$ cat config.mk
export PLATFORM = sky130hd
export DESIGN_NAME = prime_exp_extract
export DESIGN_NICKNAME = d
export VERILOG_FILES = /design/src/rtl/pexp_pkg.sv /design/src/rtl/pexp_prime_table.sv /design/src/rtl/pexp_serial_div.sv /design/src/rtl/prime_exp_extract.sv
export SDC_FILE = /design/constraint.sdc
export NUM_CORES = 1
export LEC_CHECK = 0
export ABC_AREA = 1
export BUFFER_PORTS_ARGS = -buffer_cell sky130_fd_sc_hd__buf_2
export CORE_ASPECT_RATIO = 1.1
export CORE_MARGIN = 2
export CORE_UTILIZATION = 40
export DETAILED_ROUTE_END_ITERATION = 8
export PLACE_DENSITY = 0.64
export SYNTH_ARGS = -nofsm -noshare
export SYNTH_HDL_FRONTEND = slang
export SYNTH_HIERARCHICAL = 1
export SYNTH_SLANG_ARGS = --single-unit
$ cat constraint.sdc
create_clock -name clk -period 2.4 [get_ports clk]
set_input_delay 0.12 -clock clk [delete_from_list [all_inputs] [get_ports clk]]
set_output_delay 0.12 -clock clk [all_outputs]
set_load 0.02 [all_outputs]
$ cat src/rtl/pexp_pkg.sv
package pexp_pkg;

    typedef enum logic [2:0] {
        ST_IDLE,
        ST_SELECT,
        ST_DIVIDE,
        ST_JUDGE,
        ST_REPORT
    } pexp_state_e;

    // k-th prime counting from zero (k=0 -> 2), by trial division
    function automatic int unsigned nth_prime(input int unsigned k);
        int unsigned found;
        int unsigned cand;
        bit          is_p;
        found = 0;
        cand  = 1;
        while (found <= k) begin
            cand = cand + 1;
            is_p = 1'b1;
            for (int unsigned d = 2; d * d <= cand; d++) begin
                if (cand % d == 0) is_p = 1'b0;
            end
            if (is_p) found = found + 1;
        end
        return cand;
    endfunction

endpackage

$ cat src/rtl/pexp_prime_table.sv
module pexp_prime_table #(
    parameter int NUM_PRIMES = 16,
    parameter int IDX_W      = 5,
    parameter int PW         = 8
) (
    input  logic [IDX_W-1:0] idx,
    output logic [PW-1:0]    prime,
    output logic             in_range
);

    logic [PW-1:0] tbl [NUM_PRIMES];

    for (genvar g = 0; g < NUM_PRIMES; g++) begin : g_entry
        localparam int unsigned PVAL = pexp_pkg::nth_prime(g);
        assign tbl[g] = PVAL[PW-1:0];
    end

    always_comb begin
        prime    = PW'(2);
        in_range = 1'b0;
        for (int k = 0; k < NUM_PRIMES; k++) begin
            if (32'(idx) == k) begin
                prime    = tbl[k];
                in_range = 1'b1;
            end
        end
    end

endmodule

$ cat src/rtl/pexp_serial_div.sv
module pexp_serial_div #(
    parameter int N_W = 16,
    parameter int PW  = 8
) (
    input  logic           clk,
    input  logic           rst_n,
    input  logic           go,
    input  logic [N_W-1:0] dividend,
    input  logic [PW-1:0]  divisor,
    output logic           fin,
    output logic [N_W-1:0] quot,
    output logic [PW-1:0]  rem
);

    localparam int CW = $clog2(N_W + 1);

    logic [CW-1:0]  steps_q;
    logic           run_q;
    logic           fin_q;
    logic [N_W-1:0] quot_q;
    logic [PW-1:0]  rem_q;
    logic [PW-1:0]  dsr_q;
    logic [PW:0]    shifted;
    logic [PW:0]    diff;
    logic           fits;

    assign shifted = {rem_q, quot_q[N_W-1]};
    assign diff    = shifted - {1'b0, dsr_q};
    assign fits    = shifted >= {1'b0, dsr_q};

    always_ff @(posedge clk) begin
        if (!rst_n) begin
            steps_q <= '0;
            run_q   <= 1'b0;
            fin_q   <= 1'b0;
            quot_q  <= '0;
            rem_q   <= '0;
            dsr_q   <= '0;
        end else begin
            fin_q <= 1'b0;
            if (go) begin
                quot_q  <= dividend;
                rem_q   <= '0;
                dsr_q   <= divisor;
                steps_q <= CW'(N_W);
                run_q   <= 1'b1;
            end else if (run_q) begin
                if (fits) begin
                    rem_q  <= diff[PW-1:0];
                    quot_q <= {quot_q[N_W-2:0], 1'b1};
                end else begin
                    rem_q  <= shifted[PW-1:0];
                    quot_q <= {quot_q[N_W-2:0], 1'b0};
                end
                steps_q <= steps_q - CW'(1);
                if (steps_q == CW'(1)) begin
                    run_q <= 1'b0;
                    fin_q <= 1'b1;
                end
            end
        end
    end

    assign fin  = fin_q;
    assign quot = quot_q;
    assign rem  = rem_q;

endmodule

$ cat src/rtl/prime_exp_extract.sv
module prime_exp_extract #(
    parameter int N_W        = 16,
    parameter int IDX_W      = 5,
    parameter int NUM_PRIMES = 16,
    parameter int PW         = 8,
    parameter int EXP_W      = $clog2(N_W + 1)
) (
    input  logic             clk,
    input  logic             rst_n,
    input  logic             start,
    input  logic [N_W-1:0]   num_in,
    input  logic [IDX_W-1:0] idx_in,
    output logic [EXP_W-1:0] exp_out,
    output logic             done,
    output logic             err
);

    import pexp_pkg::*;

    pexp_state_e state_q, state_d;

    logic [N_W-1:0]   work_q;
    logic [IDX_W-1:0] idx_q;
    logic [EXP_W-1:0] count_q;
    logic [EXP_W-1:0] res_q;
    logic             err_q;

    logic [PW-1:0]    prime_w;
    logic             idx_ok;
    logic             req_ok;
    logic             rem_zero;
    logic             div_go;
    logic             div_fin;
    logic [N_W-1:0]   div_dividend;
    logic [N_W-1:0]   div_quot;
    logic [PW-1:0]    div_rem;
    logic             idle_w;
    logic             enter_report;

    pexp_prime_table #(
        .NUM_PRIMES (NUM_PRIMES),
        .IDX_W      (IDX_W),
        .PW         (PW)
    ) table_i (
        .idx      (idx_q),
        .prime    (prime_w),
        .in_range (idx_ok)
    );

    pexp_serial_div #(
        .N_W (N_W),
        .PW  (PW)
    ) div_i (
        .clk      (clk),
        .rst_n    (rst_n),
        .go       (div_go),
        .dividend (div_dividend),
        .divisor  (prime_w),
        .fin      (div_fin),
        .quot     (div_quot),
        .rem      (div_rem)
    );

    assign req_ok   = idx_ok && (work_q != '0);
    assign rem_zero = (div_rem == '0);

    // state register
    always_ff @(posedge clk) begin
        if (!rst_n) state_q <= ST_IDLE;
        else        state_q <= state_d;
    end

    // next state
    always_comb begin
        state_d = state_q;
        unique case (state_q)
            ST_IDLE:   if (start) state_d = ST_SELECT;
            ST_SELECT: state_d = req_ok ? ST_DIVIDE : ST_REPORT;
            ST_DIVIDE: if (div_fin) state_d = ST_JUDGE;
            ST_JUDGE:  state_d = rem_zero ? ST_DIVIDE : ST_REPORT;
            ST_REPORT: state_d = ST_IDLE;
            default:   state_d = ST_IDLE;
        endcase
    end

    // outputs of the controller
    always_comb begin
        div_go       = 1'b0;
        div_dividend = work_q;
        done         = 1'b0;
        idle_w       = 1'b0;
        unique case (state_q)
            ST_IDLE:   idle_w = 1'b1;
            ST_SELECT: div_go = req_ok;
            ST_DIVIDE: ;
            ST_JUDGE: begin
                div_go       = rem_zero;
                div_dividend = div_quot;
            end
            ST_REPORT: done = 1'b1;
            default:   ;
        endcase
    end

    assign enter_report = (state_d == ST_REPORT) && (state_q != ST_REPORT);

    // datapath registers
    always_ff @(posedge clk) begin
        if (!rst_n) begin
            work_q  <= '0;
            idx_q   <= '0;
            count_q <= '0;
            res_q   <= '0;
            err_q   <= 1'b0;
        end else begin
            if (idle_w && start) begin
                work_q  <= num_in;
                idx_q   <= idx_in;
                count_q <= '0;
            end
            if (state_q == ST_JUDGE && rem_zero) begin
                work_q  <= div_quot;
                count_q <= count_q + EXP_W'(1);
            end
            if (enter_report) begin
                res_q <= (state_q == ST_SELECT) ? '0 : count_q;
                err_q <= (state_q == ST_SELECT);
            end
        end
    end

    assign exp_out = res_q;
    assign err     = err_q;

endmodule

==> results of run 1 <==
## flip-flops by register name, indices dropped and copies added (netlist names)
signal,cells
state_q,3
count_q,5
div_i/run_q,1
div_i/rem,8
idx_q,5
exp_out,5
div_i/steps_q,5
div_i/fin,1
err,1
work_q,16
div_i/dsr_q,8
div_i/quot,16
## per-layer routing
metal | up-vias | wire [µm] | GRT usage | part of all wire
met4 | 0 | 132 | 0.0578 | 0.013
met1 | 1836 | 4640 | 0.239 | 0.46
met5 | - | 0 | 0 | 0
met3 | 13 | 427 | 0.0361 | 0.042
li1 | 2090 | - | - | -
met2 | 81 | 4950 | 0.325 | 0.49
## logic make-up (layout without fill, tap and decap cells)
family | Yosys count | count (layout) | share of synthesized area
AO/OA/AOI/OAI | 112 | 112 | 0.145
XOR/XNOR | 5 | 5 | 0.0103
adder cells (fa/ha/maj) | 12 | 12 | 0.0370
buffers and inverters | 125 | 151 | 0.132
flip-flops | 74 | 74 | 0.348
other | 1 | 2 | 0.000880
AND/OR/NAND/NOR | 317 | 317 | 0.328
## power by group
group	internal [mW]	total [mW]	switching (mW)	leakage, nW
logic	0.643	1.81	1.17	1.47
clock network	0.860	1.37	0.514	0.145
registers	1.36	1.49	0.126	0.603
total	2.87	4.67	1.81	2.22
## worst min-delay path by stage
stage               from        end  slack, ps
2_1_floorplan      rst_n   idx_q[0]        260
3_5_place_dp   idx_in[2]   idx_q[2]        380
4_1_cts        idx_in[2]   idx_q[2]         30
3_3_place_gp   idx_in[1]   idx_q[1]        370
6_report       idx_in[2]   idx_q[2]         40
5_1_grt        num_in[3]  work_q[3]         60
## critical path, cell delays in order, from the launching register on
cell and delay [ps]:
dfxtp_1 420, inv_1 60, nor3_1 290, nand3_1 150, nand2_1 340, nor2_1 170
inv_2 240, nor2_1 60, o21ai_0 160, inv_1 60
## stage by stage
stage	instances	hold slack, ps	worst slack [ps]	utilization	total power, mW
floorplan	647	256	583	-	2.97
global route	816	63.1	12.3	0.459	5.06
finish	816	37.1	330	0.459	4.67
detailed placement	800	383	369	0.430	3.32
CTS	816	32.1	347	0.459	4.71
global placement	800	370	354	0.430	3.29
## cell type report
cell class                      count  area share
Clock inverter                      4      0.0105
Inverter                           97      0.0781
Clock buffer                       12      0.0537
Multi-Input combinational cell    448       0.466
Timing Repair Buffer               38      0.0440
Tap cell                          143      0.0375
Sequential cell                    74       0.310
## cells in the final DEF (no fill, tap or decap), types with 4 or more instances in the layout
cell type,n
nand2_1,161
inv_1,81
dfxtp_1,74
nor2_1,68
nand3_1,53
a21oi_1,48
buf_2,30
o21ai_0,27
o21ai_1,16
a31oi_1,11
ha_1,11
inv_2,10
clkbuf_16,9
buf_4,8
nand3b_1,7
nor3_1,5
nand2_2,5
nand2_4,4
xor2_1,4
nor2_2,4
==> impl_metrics.env, run 1 <==
export IMPL_worst_setup_path_end_kind="register"
export IMPL_synth_top_area_share=0.348
export IMPL_ctsLongestPathBuffers=2
export IMPL_drive_gt1_frac=0.134
export IMPL_crit_end="div_i/quot[4]"
export IMPL_leakagePower_nw=2.22
export IMPL_vias_per_cell=4.93
export IMPL_ys_seq_area_frac=0.348
export IMPL_status="complete, no violations"
export IMPL_die_height_um=112
export IMPL_grt_pass1_vias=3904
export IMPL_ys_async_sr_fraction=0
export IMPL_die_area_um2=11500
export IMPL_critical_path_startpoint_type="register"
export IMPL_fin_crit_ps=2070
export IMPL_n_fill_cell=1087
export IMPL_synth_flop_cell="dfxtp_1"
export IMPL_critPathKind="reg -> reg"
export IMPL_clock_latency_ps=330
export IMPL_finalInstanceArea_um2=4770
export IMPL_period_share=0.863
export IMPL_synth_edf_count=0
export IMPL_worstMarginPinSlew_ps=767
export IMPL_syn_area_um2=4260
export IMPL_syn_inst=646
export IMPL_register_area_um2=1480
export IMPL_cts_hold_buffers=0
export IMPL_grt_usage=0.190
export IMPL_ios=31
export IMPL_clock_skew_ps=5.31
export IMPL_grt_max_degree=30
export IMPL_whs_path_depth=3
export IMPL_drt_total_wl_um=10100
export IMPL_layout_nets=704
export IMPL_yosysUniqueCellTypes=43
export IMPL_drt_initial_drc_count=280
export IMPL_drtPass1Iterations=4
export IMPL_area_growth_pct=12.0
export IMPL_worstPathArrival_ps=2290
export IMPL_fmax_mhz=483
export IMPL_ir_worst_vdd_mv=0.409
export IMPL_num_vias=4020
export IMPL_htreeDepth=3
export IMPL_core_um2=10400
export IMPL_cellPowerDensity_nw_per_um2=979
export IMPL_yosys_warnings=6
export IMPL_gp_congestion=0.842
export IMPL_numPortBuffers=30
export IMPL_dp_hpwl_um=7380
export IMPL_antennaDiodeCount=0
export IMPL_dpl_cell_area_um2=4470
export IMPL_clk_pin_slew_worst_paths_ps=60
export IMPL_grt_first_pass_wirelength_um=17700
export IMPL_ys_ff_latch=74
export IMPL_hp_class="in -> reg"
export IMPL_worstPathMaxFanout=14
export IMPL_critPathRequiredTime_ps=2620
export IMPL_setup_tns_ps=0
export IMPL_cap_viol_max_count=0
export IMPL_wl_per_cell_um=12.4
export IMPL_r2r_start="state_q[0]"
export IMPL_ant_nets=0
export IMPL_tritoncts="done"
export IMPL_reg2reg_to="div_i/quot[4]"
export IMPL_hold_viol=0
export IMPL_setup_violations=0
export IMPL_antenna_found_initial=0
export IMPL_synth_largest_area_cell="dfxtp_1"
export IMPL_worstSetupStartpoint="state_q[0]"
export IMPL_drc=0
export IMPL_cts_setup_buffers=0
export IMPL_synth_most_common_cell="nand2_1"
export IMPL_dieWidth_um=102
export IMPL_yosys_top_cells_count="161 x nand2_1, 81 x inv_1, 74 x dfxtp_1"
export IMPL_cts_resized=0
export IMPL_multi_input_area_um2=2220
export IMPL_grt_overflow=0
export IMPL_r2r_setup_slack_ps=330
export IMPL_reg2reg_depth=9
export IMPL_cts_buffers_inserted=9
export IMPL_core_rowCount=39
export IMPL_maxSlewHeadroom=0.488
export IMPL_drv_slew=0
export IMPL_initial_core_util=0.410
export IMPL_yosys_top_cells_area="dfxtp_1 35%, nand2_1 14%, inv_1 7.1%"
export IMPL_rsz0062_at_grt="false"
export IMPL_cts_sinks=74
export IMPL_avgSynthCellArea_um2=6.60
export IMPL_cts_root_buf="clkbuf_16"
Note: power is estimated with default switching activity, not from simulation.
==> run 2, diff against run 1 <==
- CELL_PAD_IN_SITES_DETAIL_PLACEMENT: unset -> 0
- CELL_PAD_IN_SITES_GLOBAL_PLACEMENT: unset -> 1
- CORE_UTILIZATION: 40 -> 39
- PLACE_DENSITY: 0.64 -> 0.83
- clock period: 2.4 -> 1.85 ns (I/O delays scaled with it)
==> run 2 against run 1 <==
Final area is 5.7% higher. Flip-flop and latch count unchanged. Count of clock-buffer cells in the layout is 2 lower. Non-clock buffer count grew 15. Combinational power increased by 61%. Worst setup slack worse by 220 ps. Wire length is 3.7% higher. Sequential power grew 28%. Die area rose by 2.5%. Highest routed layer unchanged.
==> impl_metrics.env, run 2 (synthesis results as in run 1) <==
export IMPL_status="complete, no violations"
export IMPL_vias_per_cell=4.81
export IMPL_ctsLongestPathBuffers=2
export IMPL_grt_use_met1=0.220
export IMPL_grt_pass1_vias=3918
export IMPL_place_inst=816
export IMPL_die_area_um2=11800
export IMPL_globalRouteMet2Util=0.339
export IMPL_critical_path_startpoint_type="register"
export IMPL_numPortBuffers=30
export IMPL_intPower_mw=4.29
export IMPL_ios=31
export IMPL_period_share=0.940
export IMPL_comb_power_share=0.423
export IMPL_core_rowCount=40
export IMPL_clk_pin_slew_worst_paths_ps=60
export IMPL_grt_usage=0.189
export IMPL_worstPathMaxFanout=6
export IMPL_num_vias=4020
export IMPL_gp_congestion=0.846
export IMPL_grt_overflow=0
export IMPL_final_cell_mix="159 x nand2_1, 80 x inv_1, 73 x dfxtp_1"
export IMPL_core_um2=10800
export IMPL_initial_core_util=0.394
export IMPL_cts_sinks=74
export IMPL_critPathKind="reg -> reg"
export IMPL_maxSlewHeadroom=0.509
export IMPL_area_growth_pct=18.3
export IMPL_critPathRequiredTime_ps=2080
export IMPL_fmax_mhz=575
export IMPL_antenna_found_initial=0
export IMPL_cts_hold_buffers=0
export IMPL_clock_latency_ps=340
export IMPL_rsz0062_at_grt="false"
export IMPL_drv_slew=0
export IMPL_htreeDepth=3
export IMPL_cap_viol_max_count=0
export IMPL_cts_buffers_inserted=9
export IMPL_cts_root_buf="clkbuf_16"
export IMPL_drt_total_wl_um=10500
export IMPL_hold_viol=0
export IMPL_utilization=0.467
export IMPL_layout_nets=719
export IMPL_ant_nets=0
export IMPL_worstMarginPinSlew_ps=735
export IMPL_cellPowerDensity_nw_per_um2=1360
export IMPL_clkPwrFrac=0.298
export IMPL_die_height_um=114
export IMPL_clock_skew_ps=9.39
export IMPL_switching_power_mw=2.58
export IMPL_leakagePower_nw=2.33
export IMPL_dieWidth_um=104
export IMPL_drive_gt1_frac=0.169
export IMPL_grt_max_degree=30
export IMPL_final_common_cell="nand2_1"
export IMPL_drtPass1Iterations=4
export IMPL_worst_setup_path_end_kind="register"
export IMPL_setup_violations=0
export IMPL_tritoncts="done"
export IMPL_drt_initial_drc_count=219
export IMPL_hp_class="in -> reg"
export IMPL_grt_use_met3=0.0297
export IMPL_dp_hpwl_um=7560
export IMPL_swShare=0.376
export IMPL_finalNonFillerCells=835
export IMPL_holdWs_ps=14.7
export IMPL_antennaDiodeCount=0
export IMPL_grt_first_pass_wirelength_um=17900
export IMPL_fin_crit_ps=1740
export IMPL_worstPathArrival_ps=1970
export IMPL_busiest_layer="met2"
export IMPL_pwr_share_seq=0.278
export IMPL_ir_worst_vdd_mv=0.687
export IMPL_drc=0
export IMPL_wl_per_cell_um=12.6
export IMPL_setup_tns_ps=0
export IMPL_n_fill_cell=1155
-- run 2: cell types whose count changed in the layout (fill, tap and decap cells not counted), sizes merged --
cell	before	now
clkbuf	12	10
buf	38	53
bufinv	1	3
inv	93	95
clkinvlp	3	1
-- run 2: area by class of cell --
type / count / area (µm²) / area share
clock inverters: 6 / 113 / 0.0223
flip-flops and latches: 74 / 1480 / 0.294
clock buffers: 10 / 239 / 0.0474
repair buffers: 53 / 339 / 0.0672
inverters: 97 / 379 / 0.0751
well taps: 147 / 184 / 0.0365
multi-input cells: 448 / 2310 / 0.458
-- run 2: path summary, 6_finish.rpt --
path	start	endpoint	slack, ps	cells past startpoint
max	div_i/rem[6]	div_i/rem[5]	110	9
min	idx_in[1]	idx_q[1]	10	3
max reg2reg	div_i/rem[6]	div_i/rem[5]	110	9
min reg2reg	div_i/steps_q[4]	div_i/steps_q[4]	470	2
-- run 2: through the flow --
stage	instance area (µm²)	power, mW	setup slack, ps
2_1_floorplan	4270	3.85	32.9
3_3_place_gp	4570	4.44	62.1
3_5_place_dp	4570	4.47	48.3
4_1_cts	4930	6.57	10.4
5_1_grt	5040	7.37	10.8
6_report	5040	6.87	112
-- run 2: power by group through the flow --
stage | combinational [mW] | clock, mW | sequential (mW)
floorplan | 1.92 | 0 | 1.93
global placement | 2.50 | 0 | 1.93
detailed placement | 2.53 | 0 | 1.94
CTS | 2.56 | 2.11 | 1.91
global route | 3.26 | 2.17 | 1.94
finish | 2.91 | 2.05 | 1.91
-- run 2: metal layers --
layer / part of all wire / vias to the layer above
li1: - / 2123
met1: 0.45 / 1810
met2: 0.49 / 70
met3: 0.039 / 17
met4: 0.022 / 0
met5: 0 / -
-- run 2: critical path: stages, from the launching register on --
cell and delay, ps:
dfxtp_1 310, buf_4 140, ha_1 330, nand3_1 100, nor2_1 60, a21oi_4 250
buf_6 170, nand3b_1 80, nand3_1 120, a21oi_2 60
-- run 2: what timing repair did --
action / 4_1_cts / 5_1_grt
setup buffers: 0 / 3
setup endpoints to repair: 0 / 27
gates resized for setup: 0 / 19
==> run 3, diff against run 2 <==
- BUFFER_PORTS_ARGS: -buffer_cell sky130_fd_sc_hd__buf_2 -> unset
- CORE_UTILIZATION: 39 -> 40
- CTS_CLUSTER_DIAMETER: unset -> 60
- DONT_BUFFER_PORTS: unset -> 1
- PLACE_DENSITY: 0.83 -> 0.81
==> run 3 against run 2 <==
Largest cell class unchanged. Highest routed layer unchanged. Non-clock buffer count shrank 11. Worst setup slack gained 17 ps. Wire length grew 1.1%. Clock power grew 4%. Critical path depth is the same. Sequential power is essentially flat.
==> impl_metrics.env, run 3 (synthesis results as in run 1) <==
export IMPL_n_fill_cell=1070
export IMPL_vias_per_cell=4.89
export IMPL_clock_skew_ps=9.41
export IMPL_die_height_um=112
export IMPL_hold_viol=0
export IMPL_cap_viol_max_count=0
export IMPL_p_total_mw=6.73
export IMPL_hp_class="in -> reg"
export IMPL_fin_crit_ps=1720
export IMPL_core_rowCount=39
export IMPL_cellPowerDensity_nw_per_um2=1330
export IMPL_worstPathArrival_ps=1980
export IMPL_period_share=0.930
export IMPL_clock_latency_ps=330
export IMPL_r2r_start="div_i/rem[1]"
export IMPL_crit_end="div_i/rem[7]"
export IMPL_grt_use_met1=0.243
export IMPL_ir_worst_vdd_mv=0.550
export IMPL_globalRouteMet2Util=0.329
export IMPL_wl_per_cell_um=13.0
export IMPL_ctsLongestPathBuffers=2
export IMPL_initial_core_util=0.410
export IMPL_htreeDepth=3
export IMPL_final_cell_mix="159 x nand2_1, 81 x inv_1, 74 x dfxtp_1"
export IMPL_gp_congestion=0.862
export IMPL_final_common_cell="nand2_1"
export IMPL_grt_max_degree=39
export IMPL_numPortBuffers=0
export IMPL_core_um2=10400
export IMPL_setup_violations=0
export IMPL_dp_slack_ps=74.7
export IMPL_die_area_um2=11500
export IMPL_tritoncts="done"
export IMPL_worstSetupStartpoint="div_i/rem[1]"
export IMPL_crit_chain="ha_1 -> or2_4 -> nand3_2 -> nand2_4 -> nand2_8 -> nand2_4 -> nand2_1 -> nand3_1 -> a21oi_2"
export IMPL_antenna_found_initial=0
export IMPL_leakagePower_nw=2.29
export IMPL_cts_buffers_inserted=9
export IMPL_critical_path_startpoint_type="register"
export IMPL_dp_hpwl_um=7450
export IMPL_cts_root_buf="clkbuf_16"
export IMPL_grt_first_pass_wirelength_um=17700
export IMPL_critPathKind="reg -> reg"
export IMPL_max_stage_delay_ps=370
export IMPL_area_growth_pct=18.9
export IMPL_reg2reg_depth=9
export IMPL_cp_common_cell="nand2_4"
export IMPL_cts_sinks=74
export IMPL_worstPathMaxFanout=9
export IMPL_drtPass1Iterations=4
export IMPL_drc=0
export IMPL_drt_total_wl_um=10600
export IMPL_ant_nets=0
export IMPL_ios=31
export IMPL_reg2reg_to="div_i/rem[7]"
export IMPL_layout_nets=709
export IMPL_num_vias=4010
export IMPL_drt_initial_drc_count=192
export IMPL_drive_gt1_frac=0.123
export IMPL_grt_overflow=0
export IMPL_worst_setup_path_end_kind="register"
export IMPL_status="complete, no violations"
export IMPL_dieWidth_um=102
export IMPL_antennaDiodeCount=0
export IMPL_grt_pass1_vias=3755
export IMPL_critPathRequiredTime_ps=2110
export IMPL_worst_slack_ps=129
export IMPL_worstMarginPinSlew_ps=808
export IMPL_grt_usage=0.193
export IMPL_maxSlewHeadroom=0.461
export IMPL_multi_input_area_um2=2270
export IMPL_slowest_stage="ha_1"
export IMPL_fmax_mhz=581
export IMPL_grt_use_met3=0.0411
export IMPL_r2r_setup_slack_ps=130
export IMPL_register_area_um2=1480
export IMPL_drv_slew=0
export IMPL_clk_pin_slew_worst_paths_ps=60
export IMPL_busiest_layer="met2"
==> run 3: layout make-up <==
cell class / count / area share
clock buffer: 9 / 0.0444
clock inverter: 6 / 0.0272
inverter: 97 / 0.0738
multi-input combinational: 448 / 0.448
sequential: 74 / 0.292
tap: 143 / 0.0353
timing repair buffer: 42 / 0.0775
timing repair inverter: 1 / 0.00148
==> run 3: worst min-delay path by stage <==
stage / start / to / slack (ps) / depth (start not counted)
global route: rst_n / err / 60 / 3
CTS: rst_n / err / 50 / 3
floorplan: rst_n / idx_q[0] / 230 / 2
detailed placement: rst_n / div_i/quot[2] / 200 / 2
finish: rst_n / err / 70 / 3
global placement: rst_n / div_i/quot[3] / 200 / 2
==> run 3: through the flow <==
stage / std cells / TNS [ps] / cell area (µm²) / utilization / hold slack (ps)
finish: 820 / 0 / 5070 / 0.488 / 66.4
global route: 820 / -3.17 / 5070 / 0.488 / 56.8
CTS: 819 / 0 / 5010 / 0.482 / 51.3
detailed placement: 782 / 0 / 4420 / 0.425 / 202
global placement: 782 / 0 / 4420 / 0.425 / 197
floorplan: 647 / 0 / 4270 / - / 228
==> run 3: routing by layer <==
metal  part of all wire  vias up
met3              0.035        7
met5                  0        -
li1                   -     2110
met2               0.50       68
met1               0.46     1825
met4             0.0075        0
==> run 3: critical path, delay by kind of cell, from the launching register on <==
kind | cells | cell delay (ps)
DFF | 1 | 340
AOI/OAI and AO/OA | 1 | 130
adders and majority gates | 1 | 370
and+or+nand+nor | 7 | 800
==> run 3: power breakdown <==
group | internal (mW) | total (mW) | switching [mW]
sequential | 1.77 | 1.94 | 0.173
clock | 1.46 | 2.14 | 0.682
combinational | 1.04 | 2.66 | 1.61
total | 4.27 | 6.73 | 2.47
==> run 3: what timing repair did <==
action | in CTS | in global routing
hold buffers | 22 | 0
gates resized for setup | 0 | 15
endpoints found under the setup margin | 0 | 36
endpoints found under the hold margin | 55 | 0
setup buffers | 0 | 0
